<file path="config.mk">
export PLATFORM = sky130hd
export DESIGN_NAME = adcseq_top
export DESIGN_NICKNAME = d
export VERILOG_FILES = /design/src/rtl/adcseq_pkg.sv /design/src/rtl/adcseq_dpath.sv /design/src/rtl/adcseq_ctrl.sv /design/src/rtl/adcseq_top.sv
export SDC_FILE = /design/constraint.sdc
export NUM_CORES = 1
export LEC_CHECK = 0
export ABC_AREA = 1
export BUFFER_PORTS_ARGS = -buffer_cell sky130_fd_sc_hd__clkbuf_2
export CORE_UTILIZATION = 30
export CTS_BUF_LIST = sky130_fd_sc_hd__clkbuf_8
export CTS_CLUSTER_SIZE = 28
export DETAILED_ROUTE_END_ITERATION = 7
export PLACE_DENSITY = 0.57
export RECOVER_POWER = 25
export REMOVE_ABC_BUFFERS = 1
export SETUP_SLACK_MARGIN = 0.5
export SLEW_MARGIN = 0
export SYNTH_ARGS = -nofsm -noshare
export SYNTH_HDL_FRONTEND = slang
export SYNTH_HIERARCHICAL = 1
export SYNTH_SLANG_ARGS = --single-unit
</file>
<file path="constraint.sdc">
create_clock -name clk -period 1.7 [get_ports clk]
set_input_delay 0.085 -clock clk [delete_from_list [all_inputs] [get_ports clk]]
set_output_delay 0.085 -clock clk [all_outputs]
set_load 0.02 [all_outputs]
</file>
<file path="src/rtl/adcseq_pkg.sv">
package adcseq_pkg;

  typedef enum logic [2:0] {
    ST_IDLE  = 3'd0,
    ST_WRLO  = 3'd1,
    ST_WRHI  = 3'd2,
    ST_WAIT  = 3'd3,
    ST_RDLO  = 3'd4,
    ST_DONE  = 3'd5,
    ST_TOERR = 3'd6
  } seqState_t;

  typedef struct packed {
    logic loadWr;
    logic loadRd;
    logic clrTimer;
    logic capture;
  } ctrlStrobes_t;

endpackage

</file>
<file path="src/rtl/adcseq_dpath.sv">
module adcseq_dpath
  import adcseq_pkg::*;
#(
  parameter int DATA_W         = 8,
  parameter int WR_LOW_CYCLES  = 2,
  parameter int RD_LOW_CYCLES  = 2,
  parameter int TIMEOUT_CYCLES = 20000
) (
  input  logic              clk,
  input  logic              rstN,
  input  ctrlStrobes_t      strobes,
  input  logic              eocN,
  input  logic [DATA_W-1:0] adcData,
  output logic              pulseDone,
  output logic              timerExpired,
  output logic              eocSeen,
  output logic [DATA_W-1:0] result
);

  localparam int MAX_PULSE = (WR_LOW_CYCLES > RD_LOW_CYCLES) ? WR_LOW_CYCLES : RD_LOW_CYCLES;
  localparam int CNT_W     = $clog2(MAX_PULSE + 1);
  localparam int TMR_W     = $clog2(TIMEOUT_CYCLES + 1);
  localparam logic [CNT_W-1:0] WR_LOAD = CNT_W'(WR_LOW_CYCLES - 1);
  localparam logic [CNT_W-1:0] RD_LOAD = CNT_W'(RD_LOW_CYCLES - 1);
  localparam logic [TMR_W-1:0] TMR_LAST = TMR_W'(TIMEOUT_CYCLES - 1);

  logic [CNT_W-1:0] pulseCnt;
  logic [TMR_W-1:0] waitTimer;
  logic             eocMeta, eocStable;

  // two-flop synchroniser for the asynchronous completion line
  always_ff @(posedge clk or negedge rstN) begin
    if (!rstN) begin
      eocMeta   <= 1'b1;
      eocStable <= 1'b1;
    end else begin
      eocMeta   <= eocN;
      eocStable <= eocMeta;
    end
  end
  assign eocSeen = !eocStable;

  // shared strobe-width counter
  always_ff @(posedge clk or negedge rstN) begin
    if (!rstN)                 pulseCnt <= '0;
    else if (strobes.loadWr)   pulseCnt <= WR_LOAD;
    else if (strobes.loadRd)   pulseCnt <= RD_LOAD;
    else if (pulseCnt != '0)   pulseCnt <= pulseCnt - 1'b1;
  end
  assign pulseDone = (pulseCnt == '0);

  // wait-state timer, saturating
  always_ff @(posedge clk or negedge rstN) begin
    if (!rstN)                   waitTimer <= '0;
    else if (strobes.clrTimer)   waitTimer <= '0;
    else if (waitTimer != TMR_LAST) waitTimer <= waitTimer + 1'b1;
  end
  assign timerExpired = (waitTimer == TMR_LAST);

  always_ff @(posedge clk or negedge rstN) begin
    if (!rstN)                result <= '0;
    else if (strobes.capture) result <= adcData;
  end

  // result only moves on a capture strobe
  assert_result_hold_R5: assert property (@(posedge clk) disable iff (!rstN)
    !$past(strobes.capture) |-> $stable(result));

  // the strobe loads never collide
  assert_single_load_R4: assert property (@(posedge clk) disable iff (!rstN)
    !(strobes.loadWr && strobes.loadRd));

endmodule

</file>
<file path="src/rtl/adcseq_ctrl.sv">
module adcseq_ctrl
  import adcseq_pkg::*;
(
  input  logic         clk,
  input  logic         rstN,
  input  logic         startReq,
  input  logic         pulseDone,
  input  logic         timerExpired,
  input  logic         eocSeen,
  output ctrlStrobes_t strobes,
  output logic         selN,
  output logic         startN,
  output logic         readN,
  output logic         busy,
  output logic         done,
  output logic         timeoutErr
);

  seqState_t state, nextState;

  always_ff @(posedge clk or negedge rstN) begin
    if (!rstN) state <= ST_IDLE;
    else       state <= nextState;
  end

  always_comb begin
    nextState = state;
    strobes   = '0;
    unique case (state)
      ST_IDLE: if (startReq) begin
        strobes.loadWr = 1'b1;
        nextState      = ST_WRLO;
      end
      ST_WRLO: if (pulseDone) nextState = ST_WRHI;
      ST_WRHI: begin
        strobes.clrTimer = 1'b1;
        nextState        = ST_WAIT;
      end
      ST_WAIT: begin
        if (eocSeen) begin
          strobes.loadRd = 1'b1;
          nextState      = ST_RDLO;
        end else if (timerExpired) begin
          nextState = ST_TOERR;
        end
      end
      ST_RDLO: if (pulseDone) begin
        strobes.capture = 1'b1;
        nextState       = ST_DONE;
      end
      ST_DONE:  nextState = ST_IDLE;
      ST_TOERR: nextState = ST_IDLE;
      default:  nextState = ST_IDLE;
    endcase
  end

  assign selN       = !(state inside {ST_WRLO, ST_WRHI, ST_RDLO});
  assign startN     = (state != ST_WRLO);
  assign readN      = (state != ST_RDLO);
  assign busy       = (state != ST_IDLE);
  assign done       = (state == ST_DONE);
  assign timeoutErr = (state == ST_TOERR);

  // a request during the wait changes nothing
  assert_start_ignored_R6: assert property (@(posedge clk) disable iff (!rstN)
    (state == ST_WAIT && startReq && !eocSeen && !timerExpired) |=> (state == ST_WAIT));

  // a read begins only after completion was seen
  assert_read_after_eoc_R4: assert property (@(posedge clk) disable iff (!rstN)
    $fell(readN) |-> $past(eocSeen));

  // done lasts one cycle
  assert_done_single_R5: assert property (@(posedge clk) disable iff (!rstN)
    done |=> !done);

  // error lasts one cycle and returns to idle
  assert_err_single_R7: assert property (@(posedge clk) disable iff (!rstN)
    timeoutErr |=> (!timeoutErr && !busy));

endmodule

</file>
<file path="src/rtl/adcseq_top.sv">
module adcseq_top
  import adcseq_pkg::*;
#(
  parameter int DATA_W         = 8,
  parameter int WR_LOW_CYCLES  = 2,
  parameter int RD_LOW_CYCLES  = 2,
  parameter int TIMEOUT_CYCLES = 20000
) (
  input  logic              clk,
  input  logic              rstN,
  input  logic              startReq,
  input  logic              eocN,
  input  logic [DATA_W-1:0] adcData,
  output logic              selN,
  output logic              startN,
  output logic              readN,
  output logic              busy,
  output logic              done,
  output logic [DATA_W-1:0] result,
  output logic              timeoutErr
);

  ctrlStrobes_t strobes;
  logic pulseDone, timerExpired, eocSeen;

  adcseq_ctrl i_ctrl (
    .clk(clk), .rstN(rstN), .startReq(startReq),
    .pulseDone(pulseDone), .timerExpired(timerExpired), .eocSeen(eocSeen),
    .strobes(strobes), .selN(selN), .startN(startN), .readN(readN),
    .busy(busy), .done(done), .timeoutErr(timeoutErr)
  );

  adcseq_dpath #(
    .DATA_W(DATA_W), .WR_LOW_CYCLES(WR_LOW_CYCLES),
    .RD_LOW_CYCLES(RD_LOW_CYCLES), .TIMEOUT_CYCLES(TIMEOUT_CYCLES)
  ) i_dpath (
    .clk(clk), .rstN(rstN), .strobes(strobes), .eocN(eocN), .adcData(adcData),
    .pulseDone(pulseDone), .timerExpired(timerExpired), .eocSeen(eocSeen),
    .result(result)
  );

  // strobes only inside select
  assert_strobe_in_sel_R3: assert property (@(posedge clk) disable iff (!rstN)
    (!startN || !readN) |-> !selN);

  // start strobe released while select stays low
  assert_wr_release_R2: assert property (@(posedge clk) disable iff (!rstN)
    $rose(startN) |-> !selN);

endmodule

</file>
; ---- Word level (Yosys, flattened, before mapping)
; Cells that the tools add are included.
[word_totals]
ff_bits = 30
latchBits = 0
ramBits = 0
romBits = 0
in_bits = 12
out_inout_bits = 14
wordCells = 49
memories = 0
[op_classes]
n_addsub = 2
n_mul = 0
div_mod_pow = 0
magnitude_cmp = 0
n_eq_ne = 14
shift = 0
mux = 18
bitwise = 0
n_reduce_logical = 9
[op_table]
columns = operator, n
row1 = $mux W15, 2
row2 = $add A15 B1 Y15 const B, 1
row3 = $eq A15 B15 Y1 const B, 1
row4 = $mux W3, 5
row5 = $ne A15 B15 Y1 const B, 1
row6 = $pmux W3 S5, 1
row7 = $eq A3 B3 Y1 const B, 3
row8 = $reduce_bool A3 Y1, 3
row9 = $mux W1, 7
row10 = $eq A3 B2 Y1 const B, 2
row11 = $mux W2, 3
row12 = $ne A3 B3 Y1 const B, 2
row13 = $ne A2 B1 Y1 const B, 2
row14 = $reduce_and A4 Y1, 1
row15 = $reduce_bool A2 Y1, 2
row16 = $eq A3 B1 Y1 const B, 1
row17 = $logic_not A3 Y1, 1
row18 = $ne A3 B1 Y1 const B, 1
row19 = $logic_not A2 Y1, 1
row20 = $ne A2 B2 Y1 const B, 1
row21 = $sub A2 B1 Y2 const B, 1
row22 = $logic_not A1 Y1, 1

; ---- Logic depth before layout (Yosys ltp)
; Gate-level depths: netlist of the first run.
[depth]
depth_word = 4
mapped_depth = 11
depth_no_buf = 11

; ---- By module
; Netlist of the first run, hierarchy kept.
[modules_own_cells]
columns = mod, instances, cells_each, area_per_inst_um2, seq_area_each_um2
row1 = adcseq_dpath, 1, 182, 1450.1, 678.2
row2 = adcseq_ctrl, 1, 44, 269.0, 75.1

; ---- Worst setup path before layout of the first run
; No wires, ideal clock.
[synth_timing]
path_kind = flip-flop to flip-flop
start = register i_ctrl.state[1]
end = register i_dpath.result[0]
setup_ns = 0.125
arrival_ns = 1.368
required_ns = 1.575
slack_ns = 0.207
stages_incl_launch_ff = 6
n_path_buf = 1
synth_period_minus_slack_ns = 1.493
path_cell_list = dfrtp_1 -> nor2_2 -> nand2_4 -> nor2_1 -> buf_2 -> mux2_2
[synth_lines]
columns = item, line
row1 = "start, declared", adcseq_ctrl.sv:19  ; seqState_t state, nextState;
row2 = "start signal, assigned", adcseq_ctrl.sv:23  ; else state <= nextState;
row3 = "end signal, assigned", adcseq_dpath.sv:62  ; else if (strobes.capture) result <= adcData;
row4 = "end, declared", adcseq_dpath.sv:17  ; output logic [DATA_W-1:0] result

==> key figures, run 1 <==
Timing
  – Unrepaired setup endpoints after global routing: yes
  – Final worst slack: 0.3073 ns
  – Tightest Pin Transition: around 0.77 ns
  – Max-slew violations: 0
  – Min Hold Slack: 0.02500 ns
  – Final setup fails: 0
  – Fin Setup TNS: 0 ns
  – Post-layout min period: 1.393 ns
  – Slew headroom: 48.74%
  – Period utilization: a little over 80%
  – Final hold vios: 0
  – Max Fclk: between 0.7 and 0.8 GHz
  – Clk_skew: 0.005595 ns

Detailed routing
  – Vias: 1763
  – # DRC: 0
  – Drt pass-1 iters: 4
  – Post-Route WL: between 4000 and 5000 microns
  – DR WL/cell: 13.00 microns
  – Post-DR vias/cell: 4.639
  – DRT antenna net count: 0
  – Number of DRC markers in iteration 0: 86

Floorplan
  – DIE AREA: 6037 sq um
  – Rows: 27
  – Top Ports: 26
  – Core area: roughly 5500 sq um
  – Die Span X: 77.70 microns
  – Die Y: 77.70 microns
  – Effective utilization at floorplan: 31.22%

Clock network
  – Clk root buf: clkbuf_8
  – Total CTS buffers: 5
  – Clk sink count: 30
  – Clk Latency, worst-skew pair: 0.29 ns
  – CTS tree: done
  – Clock tree buffer depth: 2
  – Htree depth: 2
  – Clock Pin Slew Worst Setup and Hold Paths: 0.07 ns

Worst setup path
  – Buf/Inv on CP: 1
  – Crit-path most repeated cell: nor2_4
  – Worst path arrival time: 1.56 ns
  – Worst path max stage delay: ~0.47 ns
  – Critical path, cell by cell: nor2_4 > nand2_4 > nor2_4 > buf_8 > mux2_2
  – Worst path slowest cell: dfrtp_2
  – Critical path class: reg -> reg
  – Worst Path Max Fanout: 8
  – Element type at the critical path end: flop
  – Delay-heaviest family, CP: flip-flops
  – Startpoint Class: flop
  – Critical Path RT: around 1.9 ns

Place
  – GP Congestion: 0.7960
  – Port bufs: 25
  – Pre-CTS setup slack: 0.1853 ns
  – DPL Wire Length: 2579 microns

Layout
  – Most frequent cells in the layout: 43 x nand2_1, 36 x buf_4, 28 x nor2_1
  – Sequential cell area: 760.7 sq um
  – Fill cells: about 480
  – Area grow syn2layout: 62.88%
  – Commonest non-fill, non-tap cell in the layout: nand2_1
  – Multi-input combinational cell area: between 1000 and 1500 sq um
  – Antenna Diode Count: 0
  – Ratio of cells with drive above 1 in the final layout: 56.82%
  – Layout Nets: 322

Yosys
  – Mean Syn Cell Area: 7.607 sq um
  – Register area share after synthesis: 43.81%
  – Cell type with the largest total area after synthesis: dfrtp_1
  – Synth unique cells: 23
  – Post-synthesis cell area: about 1700 sq um
  – Yosys warns: 6
  – Synthesis-stage register bit count: 30
  – Top cell type's share of synthesized area: between 40% and 50%
  – Cells after Synth: 226
  – Dominant cells by area after synthesis: dfrtp_1 41%, nand2_1 13%, nor2_1 9.4%

Global routing
  – Initial antenna violation count: 0
  – Largest net degree at the start of global routing: 31
  – GRT Resource Usage Total: 16.21%
  – Remaining Overflow, GRT: 0
  – Global-route wire length before repair: 7631 microns
  – Vias in the first global route: 1700

Power and ir drop
  – Worst VDD drop: 899.2 uV
  – PwrDens: 1425 nW/um^2
  – Leak pwr: about 1.4 nW
  – Power, Total: 3.991 mW

Hold path
  – Hold Crit Class: in -> reg

Run
  – Maxcap violations: 0

Run status
  – Status: complete, no violations
-- cell type report --
| type | instances | area share [%] |
|---|---|---|
| Sequential cell | 30 | 27.17 |
| Tap cell | 72 | 3.217 |
| Multi-Input combinational cell | 164 | 41.06 |
| Timing Repair Buffer | 76 | 20.87 |
| Clock inverter | 2 | 0.4468 |
| Inverter | 30 | 4.290 |
| Clock buffer | 6 | 2.949 |
-- cells in the mapped netlist, drive strengths merged --
| cell | count |
|---|---|
| xor2 | 1 |
| dfrtp | 28 |
| dfstp | 2 |
| or2 | 2 |
| buf | 2 |
| nand3 | 22 |
| inv | 28 |
| nand2 | 66 |
| clkinv | 2 |
| o21ai | 1 |
| nor3 | 4 |
| mux2 | 8 |
| a21oi | 3 |
| nand4 | 5 |
| ha | 3 |
| nor2 | 49 |
-- path summary, 6_finish.rpt --
check | from | to | slack (ns) | cells after the start
worst min-delay path | adcData[3] | i_dpath/result[3] | 0.02 | 2
min in group asynchronous | rstN | i_dpath/waitTimer[5] | 0.40 | 2
worst max-delay path | i_ctrl/state[1] | i_dpath/result[4] | 0.31 | 5
max in group asynchronous | rstN | i_dpath/waitTimer[4] | 0.76 | 2
worst max register to register | i_ctrl/state[1] | i_dpath/result[4] | 0.31 | 5
worst min register to register | i_dpath/eocMeta | i_dpath/eocStable | 0.35 | 0
-- state kept, by name, indices dropped and copies added (netlist names) --
signal	cells
i_dpath/waitTimer	15
i_dpath/eocStable	1
i_dpath/result	8
i_dpath/eocMeta	1
i_ctrl/state	3
i_dpath/pulseCnt	2
-- cells by family (layout without fill, tap and decap cells) --
| group | count (synthesis) | count (layout) | synth area share, % |
|---|---|---|---|
| DFF | 30 | 30 | 43.81 |
| AOI/OAI and AO/OA | 4 | 4 | 1.164 |
| xor gates and xnor gates | 1 | 1 | 0.5096 |
| adders and majority gates | 3 | 3 | 2.184 |
| buffers and inverters | 32 | 114 | 7.496 |
| and+or+nand+nor | 148 | 148 | 39.59 |
| muxes | 8 | 8 | 5.240 |
-- where the power goes --
part / total [mW] / internal [mW] / switching (mW)
clock network: 0.616 / 0.325 / 0.291
registers: 1.13 / 0.940 / 0.192
logic: 2.24 / 1.05 / 1.19
-- timing repair --
item / CTS / global route
hold buffers: 2 / 0
resized for setup: 60 / 68
pin swaps: 19 / 36
buffers inserted: 33 / 11
hold endpoints to repair: 29 / 0
endpoints found under the setup margin: 33 / 34
-- per-layer routing --
metal / routed length [microns] / GRT usage [%] / vias to the layer above
met5: 0 / 0 / -
met4: 159 / 8.679 / 0
met3: 148 / 3.294 / 15
met2: 2590 / 27.70 / 42
met1: 2043 / 18.99 / 840
li1: - / - / 866
-- stage by stage --
stage	instance area, sq um	cells	utilization [%]
floorplan	1703	224	-
global placement	1956	326	35.51
detailed placement	1956	326	35.51
CTS	2520	369	45.76
global route	2800	380	50.85
finish	2800	380	50.85
Note: power is estimated with default switching activity, not from simulation.
==> run 2, diff against run 1 <==
--- a/config.mk
+++ b/config.mk
@@ -5,13 +5,13 @@
 export SDC_FILE = /design/constraint.sdc
 export NUM_CORES = 1
 export LEC_CHECK = 0
-export ABC_AREA = 1
+export ABC_AREA = 0
 export BUFFER_PORTS_ARGS = -buffer_cell sky130_fd_sc_hd__clkbuf_2
 export CORE_UTILIZATION = 30
 export CTS_BUF_LIST = sky130_fd_sc_hd__clkbuf_8
 export CTS_CLUSTER_SIZE = 28
 export DETAILED_ROUTE_END_ITERATION = 7
-export PLACE_DENSITY = 0.57
+export PLACE_DENSITY = 0.58
 export RECOVER_POWER = 25
 export REMOVE_ABC_BUFFERS = 1
 export SETUP_SLACK_MARGIN = 0.5
==> constraint.sdc (replaced) <==
create_clock -name clk -period 1.4 [get_ports clk]
set_input_delay 0.07 -clock clk [delete_from_list [all_inputs] [get_ports clk]]
set_output_delay 0.07 -clock clk [all_outputs]
set_load 0.02 [all_outputs]
==> run 2 against run 1 <==
Effect of this change:
- the flow now finishes with violations (setup timing)
- final area is 0.36% lower
- worst setup slack worse by 0.75 ns
- clock power is 79% higher
- critical endpoint is now i_dpath/waitTimer[3]
==> key figures, run 2 <==
Clock network
  – Clk Latency, worst-skew pair: 0.29 ns
  – Clk sink count: 30
  – Total CTS buffers: 5
  – Htree depth: 2
  – Clock Pin Slew Worst Setup and Hold Paths: around 0.070 ns
  – CTS tree: done
  – Clk root buf: clkbuf_8
  – Clock tree buffer depth: 2

Timing
  – Max-slew violations: 0
  – Unrepaired setup endpoints after global routing: yes
  – Final worst slack: -0.4401 ns
  – Final hold vios: 0
  – Period utilization: 131.4%
  – Post-layout min period: 1.840 ns
  – Tightest Pin Transition: between 0.7 and 0.8 ns
  – Max Fclk: 0.5434 GHz
  – Final setup fails: 26
  – Clk_skew: 0.007163 ns
  – Slew headroom: a little under half

Yosys
  – Yosys warns: 6
  – Dominant synthesized flop cell: dfrtp_1
  – Cell types with the highest counts after synthesis: 28 x dfrtp_1, 12 x mux2_2, 11 x nor2_1
  – Most frequent cell after synthesis: dfrtp_1
  – Cells after Synth: 152
  – Cell type with the largest total area after synthesis: dfrtp_1
  – Post-synth ARST share: 100.0%
  – Mean Syn Cell Area: 10.26 sq um
  – Post-synth EDFFs: 0
  – Register area share after synthesis: about half
  – Dominant cells by area after synthesis: dfrtp_1 45%, mux2_2 8.7%, dfstp_2 3.4%
  – Top cell type's share of synthesized area: between 40 and 50%
  – Synthesis-stage register bit count: 30
  – Synth unique cells: 39
  – Post-synthesis cell area: 1559 sq um

Global routing
  – GRT Resource Usage Total: between 10% and 20%
  – Remaining Overflow, GRT: 0
  – Largest net degree at the start of global routing: 31
  – Initial antenna violation count: 0
  – Met2 usage in global routing: 29.60%
  – Vias in the first global route: 1513
  – Global-route wire length before repair: 6651 microns
  – GRT met1 Usage: 18.26%
  – Met3 GRT Util: 3.659%
  – Layer carrying the most global-route usage: met2

Worst setup path
  – R2R Path Start: i_dpath/waitTimer[7]
  – R2R Setup Slk: -0.44 ns
  – Critical Path Start: i_dpath/waitTimer[7]
  – Reg2reg end: i_dpath/waitTimer[3]
  – Crit path to: i_dpath/waitTimer[3]
  – Critical path class: reg -> reg
  – Startpoint Class: flop
  – Element type at the critical path end: flop
  – Worst Path Max Fanout: 4
  – Worst path arrival time: 2.05 ns
  – Critical Path RT: between 1.5 and 2 ns
  – R2R cell count: 4

Detailed routing
  – DR WL/cell: 13.97 microns
  – Post-Route WL: around 4300 microns
  – Drt pass-1 iters: 4
  – DRT antenna net count: 0
  – Vias: roughly 1.5k
  – # DRC: 0
  – Number of DRC markers in iteration 0: 34
  – Post-DR vias/cell: 4.760

Run
  – Maxcap violations: 0

Layout
  – Layout Nets: between 200 and 300
  – Largest registers: i_dpath/waitTimer (15), i_dpath/result (8), i_ctrl/state (3)
  – Commonest non-fill, non-tap cell in the layout: buf_4
  – Final instance area: 2790 sq um
  – Register bank with the most flops: i_dpath/waitTimer
  – Fill cells: 389
  – Antenna Diode Count: 0
  – Most frequent cells in the layout: 41 x buf_4, 28 x buf_6, 27 x dfrtp_1
  – Max FFs per register: 15
  – Area grow syn2layout: 78.97%
  – Ratio of cells with drive above 1 in the final layout: 62.24%
  – Final Core Density: 57.55%

Power and ir drop
  – Leak pwr: 1.312 nW
  – Power, Total: 5.460 mW
  – PwrDens: just under 2000 nW/um^2
  – Worst VDD drop: 747.9 uV

Floorplan
  – Die Y: 74.09 microns
  – Rows: 25
  – Effective utilization at floorplan: roughly a third
  – Die Span X: approximately 74 microns
  – Top Ports: 26
  – Core area: 4848 sq um
  – DIE AREA: 5489 sq um

Run status
  – Status: complete, but fails checks
  – Failing checks: setup timing

Hold path
  – Hold Crit Class: in -> reg
  – WHS Path Cells: 2

Place
  – GP Congestion: 0.7706
  – DPL Wire Length: 2438 microns
  – Port bufs: 25
  – Placed cell area: 2026 sq um
## run 2: cell count changes after synthesis, sizes merged, moves of 5 or more
cell and delta:
nand2 -58, nor2 -37, nand3 -19, inv -18, or4 +7, a21oi +6, o21ai +6, nor2b +5
or3 +5
## run 2: where the power goes
group | total [mW] | internal (mW) | switching [mW]
Clock | 1.10 | 0.759 | 0.339
Sequential | 1.30 | 1.11 | 0.190
Combinational | 3.07 | 1.71 | 1.36
## run 2: repair_timing
action | 4_1_cts | 5_1_grt
pin swaps | 16 | 8
resized for setup | 76 | 45
endpoints found under the hold margin | 29 | 0
setup endpoints to repair | 35 | 42
hold buffers | 2 | 0
buffers inserted | 16 | 6
## run 2: worst max-delay path, stage by stage, from the launching register on
cell and delay [ns]:
dfrtp_1 0.39, or4_4 0.54, or4_4 0.51, buf_6 0.15, a211oi_2 0.17
## run 2: logic make-up (layout without fill, tap and decap cells)
| group | after synthesis | after routing | share of synthesized area, % |
|---|---|---|---|
| AND/OR/NAND/NOR | 57 | 57 | 21.43 |
| multiplexers | 13 | 13 | 9.310 |
| buffers and inverters | 18 | 107 | 5.457 |
| AO/OA/AOI/OAI | 29 | 29 | 11.96 |
| XOR/XNOR | 2 | 2 | 1.124 |
| flip-flops | 30 | 30 | 48.31 |
| adder cells (fa/ha/maj) | 3 | 3 | 2.408 |
## run 2: worst min-delay path by stage
stage	startpoint	endpoint	slack [ns]
6_report	adcData[7]	i_dpath/result[7]	0.01
2_1_floorplan	rstN	i_ctrl/state[0]	-0.23
3_5_place_dp	rstN	i_dpath/pulseCnt[0]	0.11
5_1_grt	adcData[7]	i_dpath/result[7]	-0.0005
4_1_cts	adcData[6]	i_dpath/result[6]	0.005
3_3_place_gp	rstN	i_dpath/pulseCnt[0]	0.11
## run 2: per-stage QoR
stage          TNS (ns)  worst slack (ns)  hold slack [ns]  cells
2_1_floorplan    -13.44           -0.8544          -0.2256    144
3_3_place_gp     -3.937           -0.3994           0.1128    276
3_5_place_dp     -4.089           -0.4109           0.1146    276
4_1_cts          -3.612           -0.4025         0.004884    302
5_1_grt          -5.799           -0.5032       -0.0004718    308
6_report         -4.347           -0.4401          0.01071    308
## run 2: area by class of cell
cell class	count	area [sq um]	share of cell area (%)
clock inverters	2	60.06	2.152
well taps	67	83.83	3.004
clock buffers	6	82.58	2.960
multi-input cells	104	983.4	35.25
flip-flops and latches	30	754.5	27.04
repair buffers	89	788.3	28.25
inverters	10	37.54	1.345
## run 2: layer usage
layer	vias to the layer above	share of wire, %
li1	720	-
met1	713	43
met2	26	52
met3	7	2.9
met4	0	1.3
met5	-	0
